$ cat config.mk
export PLATFORM = sky130hd
export DESIGN_NAME = bcdb_adder
export DESIGN_NICKNAME = d
export VERILOG_FILES = /design/src/rtl/bcdb_pkg.sv /design/src/rtl/bcdb_bias.sv /design/src/rtl/bcdb_chain.sv /design/src/rtl/bcdb_adjust.sv /design/src/rtl/bcdb_adder.sv
export SDC_FILE = /design/constraint.sdc
export NUM_CORES = 1
export LEC_CHECK = 0
export BUFFER_PORTS_ARGS = -buffer_cell sky130_fd_sc_hd__buf_4
export CAP_MARGIN = 5
export CELL_PAD_IN_SITES_DETAIL_PLACEMENT = 1
export CELL_PAD_IN_SITES_GLOBAL_PLACEMENT = 1
export CORE_AREA = 2 2 67 43
export DETAILED_ROUTE_END_ITERATION = 8
export DIE_AREA = 0 0 69 45
export PLACE_DENSITY = 0.82
export SLEW_MARGIN = 40
export SYNTH_ARGS = -nofsm -noshare
export SYNTH_HDL_FRONTEND = slang
export SYNTH_SLANG_ARGS = --single-unit
$ cat constraint.sdc
create_clock -name clk_i -period 5.3 [get_ports clk_i]
set_input_delay 0.795 -clock clk_i [delete_from_list [all_inputs] [get_ports clk_i]]
set_output_delay 0.795 -clock clk_i [all_outputs]
set_load 0.1 [all_outputs]
$ cat src/rtl/bcdb_pkg.sv
package bcdb_pkg;
  localparam int NIB_W  = 4;
  localparam int N_DIG  = 2;
  localparam int BYTE_W = NIB_W * N_DIG;
  localparam int RADIX  = 10;
  localparam int SKIP   = (1 << NIB_W) - RADIX;

  typedef logic [BYTE_W-1:0] byte_t;

  // Offset added to operand A: SKIP in every digit position.
  function automatic byte_t bias_const();
    byte_t r;
    r = '0;
    for (int i = 0; i < N_DIG; i++) r[i*NIB_W +: NIB_W] = NIB_W'(SKIP);
    return r;
  endfunction

  // Four-entry correction table selected by {byte carry, digit carry}.
  function automatic byte_t corr_lookup(input logic carry, input logic aux);
    case ({carry, aux})
      2'b00:   return 8'h9A;
      2'b01:   return 8'hA0;
      2'b10:   return 8'hFA;
      default: return 8'h00;
    endcase
  endfunction

  function automatic bit is_dec(input byte_t v);
    return (v[3:0] <= 4'd9) && (v[7:4] <= 4'd9);
  endfunction

  function automatic int dec_val(input byte_t v);
    return int'(v[7:4]) * RADIX + int'(v[3:0]);
  endfunction
endpackage

$ cat src/rtl/bcdb_bias.sv
module bcdb_bias
  import bcdb_pkg::*;
(
  input  byte_t a_i,
  output byte_t biased_o
);
  assign biased_o = a_i + bias_const();
endmodule

$ cat src/rtl/bcdb_chain.sv
module bcdb_chain
  import bcdb_pkg::*;
(
  input  byte_t             x_i,
  input  byte_t             y_i,
  input  logic              cin_i,
  output byte_t             raw_o,
  output logic [N_DIG-1:0]  dcar_o
);
  logic [N_DIG:0] ch;
  assign ch[0] = cin_i;

  for (genvar g = 0; g < N_DIG; g++) begin : g_dig
    assign {ch[g+1], raw_o[g*NIB_W +: NIB_W]} =
      {1'b0, x_i[g*NIB_W +: NIB_W]} + {1'b0, y_i[g*NIB_W +: NIB_W]}
      + {{NIB_W{1'b0}}, ch[g]};
  end

  assign dcar_o = ch[N_DIG:1];
endmodule

$ cat src/rtl/bcdb_adjust.sv
module bcdb_adjust
  import bcdb_pkg::*;
(
  input  byte_t raw_i,
  input  logic  carry_i,
  input  logic  aux_i,
  output byte_t adj_o
);
  // Correction carry out of bit 7 is dropped by the wrap of the byte width.
  assign adj_o = raw_i + corr_lookup(carry_i, aux_i);

  // both digits already carried, so nothing may change.
  always_comb begin
    if (carry_i && aux_i)
      a_r4_no_corr: assert (adj_o == raw_i);
  end
endmodule

$ cat src/rtl/bcdb_adder.sv
module bcdb_adder
  import bcdb_pkg::*;
(
  input  logic              clk_i,
  input  logic              rst_i,
  input  logic [BYTE_W-1:0] opa_i,
  input  logic [BYTE_W-1:0] opb_i,
  input  logic              cin_i,
  output logic [BYTE_W-1:0] sum_o,
  output logic              cout_o
);
  byte_t            biased, raw, adj;
  logic [N_DIG-1:0] dcar;

  bcdb_bias u_bias (
    .a_i      (opa_i),
    .biased_o (biased)
  );

  bcdb_chain u_chain (
    .x_i    (biased),
    .y_i    (opb_i),
    .cin_i  (cin_i),
    .raw_o  (raw),
    .dcar_o (dcar)
  );

  bcdb_adjust u_adjust (
    .raw_i   (raw),
    .carry_i (dcar[N_DIG-1]),
    .aux_i   (dcar[0]),
    .adj_o   (adj)
  );

  always_ff @(posedge clk_i) begin
    if (rst_i) begin
      sum_o  <= '0;
      cout_o <= 1'b0;
    end else begin
      sum_o  <= adj;
      cout_o <= dcar[N_DIG-1];
    end
  end

  a_r1_reset_clear: assert property (@(posedge clk_i)
    rst_i |=> (sum_o == '0 && !cout_o));

  a_r2_digit_range: assert property (@(posedge clk_i) disable iff (rst_i)
    (!$past(rst_i) && is_dec($past(opa_i)) && is_dec($past(opb_i)))
      |-> is_dec(sum_o));

  a_r4_decimal_value: assert property (@(posedge clk_i) disable iff (rst_i)
    (!$past(rst_i) && is_dec($past(opa_i)) && is_dec($past(opb_i)))
      |-> (dec_val(sum_o) + 100 * int'(cout_o) ==
           dec_val($past(opa_i)) + dec_val($past(opb_i)) + int'($past(cin_i))));

  a_r5_carry_out: assert property (@(posedge clk_i) disable iff (rst_i)
    (!$past(rst_i) && is_dec($past(opa_i)) && is_dec($past(opb_i)))
      |-> (cout_o == ((dec_val($past(opa_i)) + dec_val($past(opb_i))
                       + int'($past(cin_i))) >= 100)));

  a_r7_digit_carry: assert property (@(posedge clk_i) disable iff (rst_i)
    (is_dec(opa_i) && is_dec(opb_i))
      |-> (dcar[0] == ((int'(opa_i[3:0]) + int'(opb_i[3:0]) + int'(cin_i)) >= RADIX)));
endmodule

==> flow_summary_export.csv, run 1 <==
group,metric,value,unit
clock_tree,cts_buffers,3,
pwr,power_density,459.9,nW/um^2
finish,area_delta_synth_final,32.39,%
clock_tree,path_clk_slew,0.04,ns
worst_setup_path,worstPathRequired,5.42,ns
floorplanning,die_y,45,um
place,gp_congestion,0.7348,
floorplanning,die_x,69,um
yosys,yosysUniqueCellTypes,26,
floorplanning,rows,14,
timing,relSlewSlack,0.7859,
yosys,yosysSeqAreaShare,0.2028,
clock_tree,post-cts-setup-buffers,0,
timing,fmax,0.2280,GHz
clock_tree,cts_tree,"done",
yosys,yosysMostFrequentCell,"inv_1",
routing,vias,735,
yosys,synth_top_cells_by_area,"ha_1 (23%), dfxtp_1 (20%), fa_1 (9.0%)",
yosys,yosys_warnings,0,
grt,antenna_found_initial,0,
place,portBuffers,27,
place,dp.cells,158,
pwr,switchingPower,282.3,uW
min_path,hp-class,"input port to register",
finish,final_cells,162,
outcome,status,"completed",
clock_tree,cts_sinks,9,
routing,detail_route.wl_per_cell,11.61,um
timing,finalHoldViolations,0,
timing,tightestPinTransition,0.3177,ns
routing,routed_wl,1881,um
pwr,p_total,540.9,uW
yosys,synth-async-reset-ratio,0,
grt,globalRoute.totalOverflow,0,
yosys,syn_area,888.4,sq um
clock_tree,cts_resized,0,
worst_setup_path,worst-path-max-fanout,6,
grt,grt_use_total,0.1349,
pwr,comb_power_share,0.688,
yosys,synth_top_flop_cell,"dfxtp_1",
routing,ant_nets,0,
timing,fin_setup_tns,0,ns
routing,dr.pass1.iters,4,
yosys,post-synth-top-area-cell,"ha_1",
worst_setup_path,worst-setup-path-type,"input port to register",
pwr,p_clk_frac,0.140,
finish,insertedDiodeCount,0,
job,timing.max_cap.violations,0,
pwr,ir_worst_vdd,0.0001363,V
routing,dr.first_iter.drc_count,19,
pwr,p_int,258.7,uW
worst_setup_path,worst_setup_path_end_kind,"register",
floorplanning,core_area,2452,sq um
place,place_hpwl,1714,um
timing,fin_crit_sh,0.8277,
yosys,synth_seq_cells,9,
yosys,syn_inst,99,
pwr,power_leakage,0.0006193,uW
routing,drcViolationCount,0,
timing,timing.final.crit_period,4.387,ns
floorplanning,die_area,3105,sq um
clock_tree,htreeDepth,1,
worst_setup_path,start_kind,"input port",
timing,finalMaxSlewViolations,0,
floorplanning,ios,28,
clock_tree,cts_buffer_depth,2,
timing,timing.hold.ws,0.7921,ns
grt,grt_pass1_vias,753,
pwr,power_frac_seq,0.173,
yosys,synth_edf_count,0,
worst_setup_path,crit_arrival,4.50,ns
finish,drive_gt1_frac,0.2846,
pwr,switching_share,0.5218,
routing,viasPerCell,4.537,
yosys,syn_avg_cell_area,8.973,sq um
yosys,synth_common_cells,"inv_1 (17), ha_1 (16), dfxtp_1 (9), xnor2_1 (8)",
clock_tree,root_buffer,"clkbuf_8",
timing,setup_viol,0,
finish,fill_cells,297,
timing,rsz0062_at_grt,"false",
yosys,netlist.area_leader.share,0.2254,
grt,grt_pass1_wl,3201,um
floorplanning,initial_core_util,0.3622,
finish,nNetsFinal,170,
clock_tree,hold_buffers,0,
grt,grt_max_degree,9,
yosys,syn_nets,138,
## per-stage QoR
stage               cell area (sq um)  utilization  setup WS [ns]
finish                           1176       0.4796         0.9131
global route                     1176       0.4796         0.6312
CTS                              1176       0.4796         0.8827
detailed placement               1131       0.4612         0.6552
global placement                 1131       0.4612         0.7948
floorplan                       888.4            -          1.079
## registers in the layout, indices dropped and copies added (netlist names)
register	flops
cout_o	1
sum_o	8
## layer usage
layer | share of wire | routed length (um) | global-route usage | vias to the layer above
li1 | - | - | - | 387
met1 | 0.48 | 896 | 0.1655 | 320
met2 | 0.45 | 847 | 0.2327 | 26
met3 | 0.067 | 126 | 0.02679 | 2
met4 | 0.0053 | 10 | 0.07059 | 0
met5 | 0 | 0 | 0 | -
## power by group through the flow
stage | clock network, uW | registers, uW | logic [uW]
4_1_cts | 77.7 | 93.6 | 376
6_report | 75.5 | 93.3 | 372
2_1_floorplan | 0 | 241 | 147
3_3_place_gp | 0 | 93.8 | 361
3_5_place_dp | 0 | 94.7 | 373
5_1_grt | 81.9 | 95.3 | 402
## layout by cell type (no fill, tap or decap), types with 2 or more instances in the layout
cell / Yosys / layout
a21o_1: 2 / 2
a21oi_1: 4 / 4
a21oi_2: 2 / 2
a31oi_1: 2 / 2
and3_1: 2 / 2
buf_4: 0 / 27
clkbuf_8: 0 / 3
dfxtp_1: 9 / 9
fa_1: 4 / 4
ha_1: 16 / 16
inv_1: 17 / 17
nand2_1: 5 / 5
nor2_1: 5 / 5
nor2b_1: 3 / 3
o21ai_0: 4 / 4
or3_1: 2 / 2
xnor2_1: 8 / 8
xor2_1: 4 / 4
## path summary, 6_finish.rpt
path                     start             endpoint  slack [ns]  cells after the start
worst min-delay path     rst_i  sum_o[5]$_SDFF_PP0_        0.79                      2
worst max-delay path  opa_i[1]  sum_o[6]$_SDFF_PP0_        0.91                     20
## cell type report
type	count	area, sq um	area share
Multi-Input combinational cell	73	644.4	0.5479
Inverter	17	63.81	0.05426
Clock buffer	4	45.04	0.03830
Tap cell	32	40.04	0.03404
Sequential cell	9	180.2	0.1532
Timing Repair Buffer	27	202.7	0.1723
## critical path, stage by stage
cell and delay [ns]:
buf_4 0.11, inv_1 0.14, ha_1 0.21, xnor2_1 0.13, ha_1 0.30, a21oi_2 0.21, and2_2 0.25, fa_1 0.21
inv_1 0.06, fa_1 0.42, nand2_1 0.07, nand2_1 0.05, a21o_1 0.22, ha_1 0.28, inv_1 0.04, ha_1 0.34
inv_1 0.06, o41ai_2 0.40, xnor2_1 0.17, nor2_1 0.05
## cell families (layout without fill, tap and decap cells)
| family | count (synthesis) | count (layout) | synth area share |
|---|---|---|---|
| simple gates | 23 | 23 | 0.1437 |
| fa+ha+maj | 20 | 20 | 0.3155 |
| compound gates | 17 | 17 | 0.1366 |
| buf+inv | 17 | 48 | 0.07183 |
| xor+xnor | 12 | 12 | 0.1183 |
| flops | 9 | 9 | 0.2028 |
| mux | 1 | 1 | 0.01127 |
No activity file was read; power rests on OpenSTA's default activity.
==> inputs of run 2 (changes only) <==
--- a/config.mk
+++ b/config.mk
@@ -9,10 +9,10 @@
 export CAP_MARGIN = 5
 export CELL_PAD_IN_SITES_DETAIL_PLACEMENT = 1
 export CELL_PAD_IN_SITES_GLOBAL_PLACEMENT = 1
-export CORE_AREA = 2 2 67 43
+export CORE_AREA = 2 2 70 46
 export DETAILED_ROUTE_END_ITERATION = 8
-export DIE_AREA = 0 0 69 45
-export PLACE_DENSITY = 0.82
+export DIE_AREA = 0 0 72 48
+export PLACE_DENSITY = 0.77
 export SLEW_MARGIN = 40
 export SYNTH_ARGS = -nofsm -noshare
 export SYNTH_HDL_FRONTEND = slang
==> constraint.sdc (replaced) <==
create_clock -name clk_i -period 3.8 [get_ports clk_i]
set_input_delay 0.57 -clock clk_i [delete_from_list [all_inputs] [get_ports clk_i]]
set_output_delay 0.57 -clock clk_i [all_outputs]
set_load 0.1 [all_outputs]
==> run 2 against run 1 <==
- utilization increased by 1.0 points
- sequential power rose by 40%
- sequential share of layout area decreased by 2.0 points
- cell count rose by 9.9%
- largest cell class unchanged
- critical path depth is the same
- wire length grew 14%
- first-iteration DRC count shrank 79%
- clock-buffer cell count unchanged
- cell area up 15%
==> flow_summary_export.csv, run 2 (synthesis results as in run 1) <==
group,metric,value,unit
outcome,status,"completed",
floorplanning,initial_core_util,0.3220,
place,place_hpwl,1830,um
pwr,power_leakage,0.0006846,uW
pwr,switching_share,0.5022,
worst_setup_path,crit_arrival,3.78,ns
finish,area_delta_synth_final,52.11,%
min_path,min_from,"rst_i",
grt,globalRoute.totalOverflow,0,
timing,setup_viol,0,
min_path,hold_path_end,"sum_o[3]$_SDFF_PP0_",
place,portBuffers,27,
timing,tightestPinTransition,0.2945,ns
pwr,comb_power_share,0.712,
timing,fin_crit_sh,0.9632,
routing,routed_wl,2149,um
finish,nNetsFinal,184,
clock_tree,hold_buffers,0,
clock_tree,cts_buffers,3,
routing,vias,818,
floorplanning,ios,28,
timing,finalHoldViolations,0,
floorplanning,rows,15,
grt,grt_use_total,0.1256,
routing,viasPerCell,4.596,
place,dp.cells,169,
pwr,p_total,821.4,uW
floorplanning,core_area,2759,sq um
clock_tree,root_buffer,"clkbuf_8",
pwr,switchingPower,412.5,uW
routing,dr.pass1.iters,2,
timing,timing.hold.ws,0.5616,ns
timing,finalMaxSlewViolations,0,
worst_setup_path,worst-setup-path-type,"input port to register",
timing,relSlewSlack,0.8028,
job,timing.max_cap.violations,0,
clock_tree,path_clk_slew,0.04,ns
grt,grt_max_degree,9,
floorplanning,die_x,72,um
routing,drcViolationCount,0,
finish,layout_commonest_cell,"buf_4",
clock_tree,cts_buffer_depth,2,
pwr,p_clk_frac,0.129,
worst_setup_path,worstPathRequired,3.92,ns
floorplanning,die_area,3456,sq um
pwr,ir_worst_vdd,0.0003709,V
place,gp_congestion,0.7202,
finish,reg.largest.list,"sum_o: 8 flops, cout_o: 1 flops",
worst_setup_path,worst_setup_path_end_kind,"register",
worst_setup_path,worst-path-max-fanout,4,
grt,grt_pass1_wl,3360,um
finish,largest_reg_flops,8,
clock_tree,cts_sinks,9,
worst_setup_path,start_kind,"input port",
finish,layout_common_cells,"buf_4 (41), ha_1 (13), inv_1 (11), dfxtp_1 (9), xnor2_1 (7)",
pwr,power_density,607.9,nW/um^2
min_path,hold_depth,2,
finish,fill_cells,337,
finish,final_cells,178,
timing,timing.final.crit_period,3.660,ns
floorplanning,die_y,48,um
pwr,power_frac_seq,0.159,
finish,largest_register,"sum_o",
grt,grt_pass1_vias,805,
routing,ant_nets,0,
finish,drive_gt1_frac,0.4514,
finish,insertedDiodeCount,0,
grt,antenna_found_initial,0,
timing,fmax,0.2732,GHz
min_path,hp-class,"input port to register",
worst_setup_path,worstSetupStartpoint,"opa_i[0]",
routing,dr.first_iter.drc_count,4,
routing,detail_route.wl_per_cell,12.07,um
pwr,p_int,408.9,uW
clock_tree,htreeDepth,1,
clock_tree,cts_tree,"done",
==> run 2: cell types whose count changed in the layout (fill, tap and decap cells not counted) <==
cell	change
and2_2	-1
inv_2	+6
fa_2	+4
ha_1	-3
o21ai_0	-1
and2_4	+1
xnor2_1	-1
fa_1	-4
ha_4	+3
xnor2_4	+1
buf_4	+14
inv_1	-6
o21ai_1	+1
==> run 2: timing repair <==
action,in CTS,in global routing
resized for setup,0,14
buffers inserted,0,5
endpoints found under the setup margin,0,2
==> run 2: layout make-up <==
cell class / instances / area (sq um) / share of cell area
well taps: 34 / 42.54 / 0.03148
clock buffers: 4 / 45.04 / 0.03333
flip-flops and latches: 9 / 180.2 / 0.1333
inverters: 17 / 63.81 / 0.04722
repair buffers: 41 / 307.8 / 0.2278
multi-input cells: 73 / 711.9 / 0.5269
==> run 2: worst max path at each step <==
stage | endpoint | slack (ns) | cells after the start
floorplan | sum_o[6]$_SDFF_PP0_ | 0.02 | 19
global placement | sum_o[6]$_SDFF_PP0_ | -0.02 | 20
detailed placement | sum_o[6]$_SDFF_PP0_ | -0.09 | 20
CTS | sum_o[6]$_SDFF_PP0_ | 0.14 | 20
global route | sum_o[6]$_SDFF_PP0_ | -0.03 | 20
finish | sum_o[6]$_SDFF_PP0_ | 0.14 | 20
==> run 2: power groups by stage <==
stage / clock (uW) / sequential, uW / combinational, uW
after floorplan: 0 / 336 / 219
after global placement: 0 / 131 / 541
after detailed placement: 0 / 133 / 561
after CTS: 110 / 131 / 563
after global routing: 118 / 134 / 630
final: 106 / 131 / 585
==> run 2: metal layers <==
layer | part of all wire | track usage | vias up
met5 | 0 | 0 | -
li1 | - | - | 414
met2 | 0.53 | 0.2389 | 21
met1 | 0.42 | 0.1514 | 383
met4 | 0 | 0.04528 | 0
met3 | 0.053 | 0.01684 | 0
==> run 2: critical path, cell delays in order <==
cell     delay (ns)
buf_4          0.11
inv_2          0.06
fa_2           0.19
inv_2          0.05
fa_2           0.38
nand3_2        0.10
and2_4         0.15
fa_2           0.21
inv_2          0.04
fa_2           0.38
nand2_1        0.06
nand2_1        0.05
a21o_1         0.19
ha_1           0.28
inv_1          0.06
ha_4           0.28
inv_1          0.05
o41ai_2        0.35
xnor2_1        0.16
nor2_1         0.05
==> run 2: through the flow <==
| step | setup slack [ns] | utilization | TNS (ns) | instance area [sq um] |
|---|---|---|---|---|
| after floorplan | 0.01720 | - | 0 | 907.1 |
| after global placement | -0.01931 | 0.4422 | -0.01931 | 1220 |
| after detailed placement | -0.09360 | 0.4422 | -0.1386 | 1220 |
| after CTS | 0.1400 | 0.4585 | 0 | 1265 |
| after global routing | -0.02931 | 0.4898 | -0.02931 | 1351 |
| final | 0.1399 | 0.4898 | 0 | 1351 |
==> inputs of run 3 (changes only) <==
--- a/config.mk
+++ b/config.mk
@@ -9,11 +9,13 @@
 export CAP_MARGIN = 5
 export CELL_PAD_IN_SITES_DETAIL_PLACEMENT = 1
 export CELL_PAD_IN_SITES_GLOBAL_PLACEMENT = 1
-export CORE_AREA = 2 2 70 46
+export CORE_AREA = 3 3 72 47
 export DETAILED_ROUTE_END_ITERATION = 8
-export DIE_AREA = 0 0 72 48
-export PLACE_DENSITY = 0.77
+export DIE_AREA = 0 0 75 50
+export PLACE_DENSITY = 0.79
 export SLEW_MARGIN = 40
 export SYNTH_ARGS = -nofsm -noshare
 export SYNTH_HDL_FRONTEND = slang
+export SYNTH_HIERARCHICAL = 1
 export SYNTH_SLANG_ARGS = --single-unit
+export TNS_END_PERCENT = 5
==> run 3 against run 2 <==
- the flow now finishes with violations (negative setup slack)
- combinational power increased by 24%
- largest power group unchanged
- flip-flop and latch count unchanged
- cell area increased by 11%
- critical path type unchanged
- largest cell class unchanged
- non-clock buffer count increased by 8
==> flow_summary_export.csv, run 3 <==
group,metric,value,unit
floorplanning,rows,15,
finish,area_delta_synth_final,59.79,%
timing,relSlewSlack,0.7535,
routing,detail_route.wl_per_cell,12.48,um
worst_setup_path,crit_chain,"buf_6 -> inv_4 -> fa_2 -> inv_2 -> fa_2 -> a21o_2 -> a21o_1 -> fa_2 -> inv_2 -> fa_2 -> nor2b_1 -> o21ai_1 -> nand2b_1 -> buf_4 -> ha_1 -> ha_1 -> and3_4 -> a2111oi_4 -> o311ai_1 -> nor2b_2",
pwr,power_density,641.1,nW/um^2
grt,grt_max_degree,10,
yosys,syn_area,939.7,sq um
finish,layout_common_cells,"buf_4 (45), nor2b_1 (9), dfxtp_1 (9), xnor2_1 (9), inv_1 (8)",
finish,insertedDiodeCount,0,
outcome,status,"finished with violations",
yosys,synth_top_flop_cell,"dfxtp_1",
timing,setup_viol,2,
worst_setup_path,path_buf_inv,5,
yosys,synth_common_cells,"ha_1 (14), inv_1 (14), nor2b_1 (10), dfxtp_1 (9), xnor2_1 (9)",
routing,dr.pass1.iters,4,
place,portBuffers,27,
timing,tightestPinTransition,0.3684,ns
yosys,syn_nets,141,
finish,reg.largest.list,"sum_o: 8 flops, cout_o: 1 flops",
clock_tree,cts_buffer_depth,2,
worst_setup_path,critPathMaxStageDelay,0.37,ns
timing,rsz0062_at_grt,"true",
place,place_area,1301,sq um
grt,grt_pass1_vias,920,
grt,grt_pass1_wl,3774,um
timing,timing.final.crit_period,3.988,ns
clock_tree,htreeDepth,1,
yosys,synth_top_cells_by_area,"dfxtp_1 (19%), ha_1 (19%), fa_1 (8.5%)",
floorplanning,initial_core_util,0.3360,
finish,largest_register,"sum_o",
timing,fin_setup_tns,-0.3281,ns
finish,nNetsFinal,192,
routing,drcViolationCount,0,
yosys,synth_seq_cells,9,
pwr,ir_worst_vdd,0.0003465,V
yosys,netlist.area_leader.share,0.1917,
timing,setup_slack,-0.1876,ns
clock_tree,cts_tree,"done",
finish,drive_gt1_frac,0.5390,
grt,antenna_found_initial,0,
routing,vias,841,
routing,routed_wl,2346,um
routing,viasPerCell,4.473,
clock_tree,cts_sinks,9,
timing,finalMaxSlewViolations,0,
floorplanning,die_y,50,um
yosys,yosysUniqueCellTypes,30,
worst_setup_path,crit_arrival,4.10,ns
timing,fmax,0.2508,GHz
worst_setup_path,worst-path-max-fanout,5,
finish,largest_reg_flops,8,
place,place_hpwl,1997,um
finish,post-route-util,0.5369,
grt,globalRoute.totalOverflow,0,
clock_tree,cts_buffers,3,
routing,dr.first_iter.drc_count,12,
min_path,hp-class,"input port to register",
finish,layout_commonest_cell,"buf_4",
yosys,yosys_warnings,6,
yosys,yosysSeqAreaShare,0.1917,
yosys,syn_inst,104,
place,gp_congestion,0.7492,
grt,grt_use_total,0.1306,
timing,finalHoldViolations,0,
worst_setup_path,worst-setup-path-type,"input port to register",
clock_tree,hold_buffers,0,
routing,ant_nets,0,
floorplanning,ios,28,
worst_setup_path,cpMaxStageDelayCell,"fa_2",
timing,fin_crit_sh,1.049,
worst_setup_path,worstPathRequired,3.92,ns
clock_tree,path_clk_slew,0.04,ns
floorplanning,die_x,75,um
pwr,power_leakage,0.0007129,uW
yosys,post-synth-top-area-cell,"dfxtp_1",
floorplanning,die_area,3750,sq um
worst_setup_path,worst_setup_path_end_kind,"register",
outcome,violations,"negative setup slack",
clock_tree,root_buffer,"clkbuf_8",
yosys,syn_avg_cell_area,9.035,sq um
floorplanning,core_area,2796,sq um
yosys,synth_edf_count,0,
worst_setup_path,start_kind,"input port",
worst_setup_path,cp_common_cell,"fa_2",
job,timing.max_cap.violations,0,
worst_setup_path,cp_top_family,"adder cells",
yosys,synth-async-reset-ratio,0,
finish,fin_area,1501,sq um
-- run 3: timing repair --
| action | 4_1_cts | 5_1_grt |
|---|---|---|
| endpoints found under the setup margin | 4 | 4 |
| pin swaps | 12 | 6 |
| gates cloned | 0 | 0 |
| buffers inserted | 6 | 1 |
| gates resized for setup | 10 | 10 |
-- run 3: cells by family after synthesis --
| kind of cell | synth area share |
|---|---|
| xor+xnor | 0.1571 |
| flops | 0.1917 |
| compound gates | 0.1332 |
| buf+inv | 0.08388 |
| simple gates | 0.1625 |
| fa+ha+maj | 0.2716 |
-- run 3: final cells by class --
cell class | instances | area, sq um
Multi-Input combinational cell | 78 | 795.8
Fill cell | 330 | 1295
Tap cell | 34 | 42.54
Timing Repair Buffer | 49 | 382.9
Clock buffer | 4 | 45.04
Sequential cell | 9 | 180.2
Inverter | 14 | 55.05
-- run 3: through the flow --
stage / cells / setup slack (ns) / total power (uW) / hold slack, ns
detailed placement: 177 / -0.5647 / 773.1 / 0.8058
global route: 188 / -0.3525 / 1029 / 0.5961
finish: 188 / -0.1876 / 962.5 / 0.5718
floorplan: 104 / -0.2849 / 611.3 / 0.6416
global placement: 177 / -0.4237 / 751.7 / 0.8021
CTS: 187 / -0.1862 / 911.1 / 0.5653
-- run 3: worst paths after layout --
path | startpoint | to | slack [ns] | cells past startpoint
setup / recovery | opa_i[0] | sum_o[7]$_SDFF_PP0_ | -0.19 | 20
hold / removal | rst_i | sum_o[0]$_SDFF_PP0_ | 0.57 | 2
-- run 3: layer usage --
metal	up-vias	wire length (um)	track usage
met1	374	898	0.1413
li1	432	-	-
met3	4	170	0.02444
met2	31	1243	0.2428
met5	-	0	0
met4	0	33	0.05325
-- run 3: power breakdown --
group / internal, uW / switching [uW] / total, uW
clock network: 72.7 / 32.9 / 106
registers: 125 / 7.35 / 132
logic: 298 / 427 / 725
total: 496 / 467 / 963
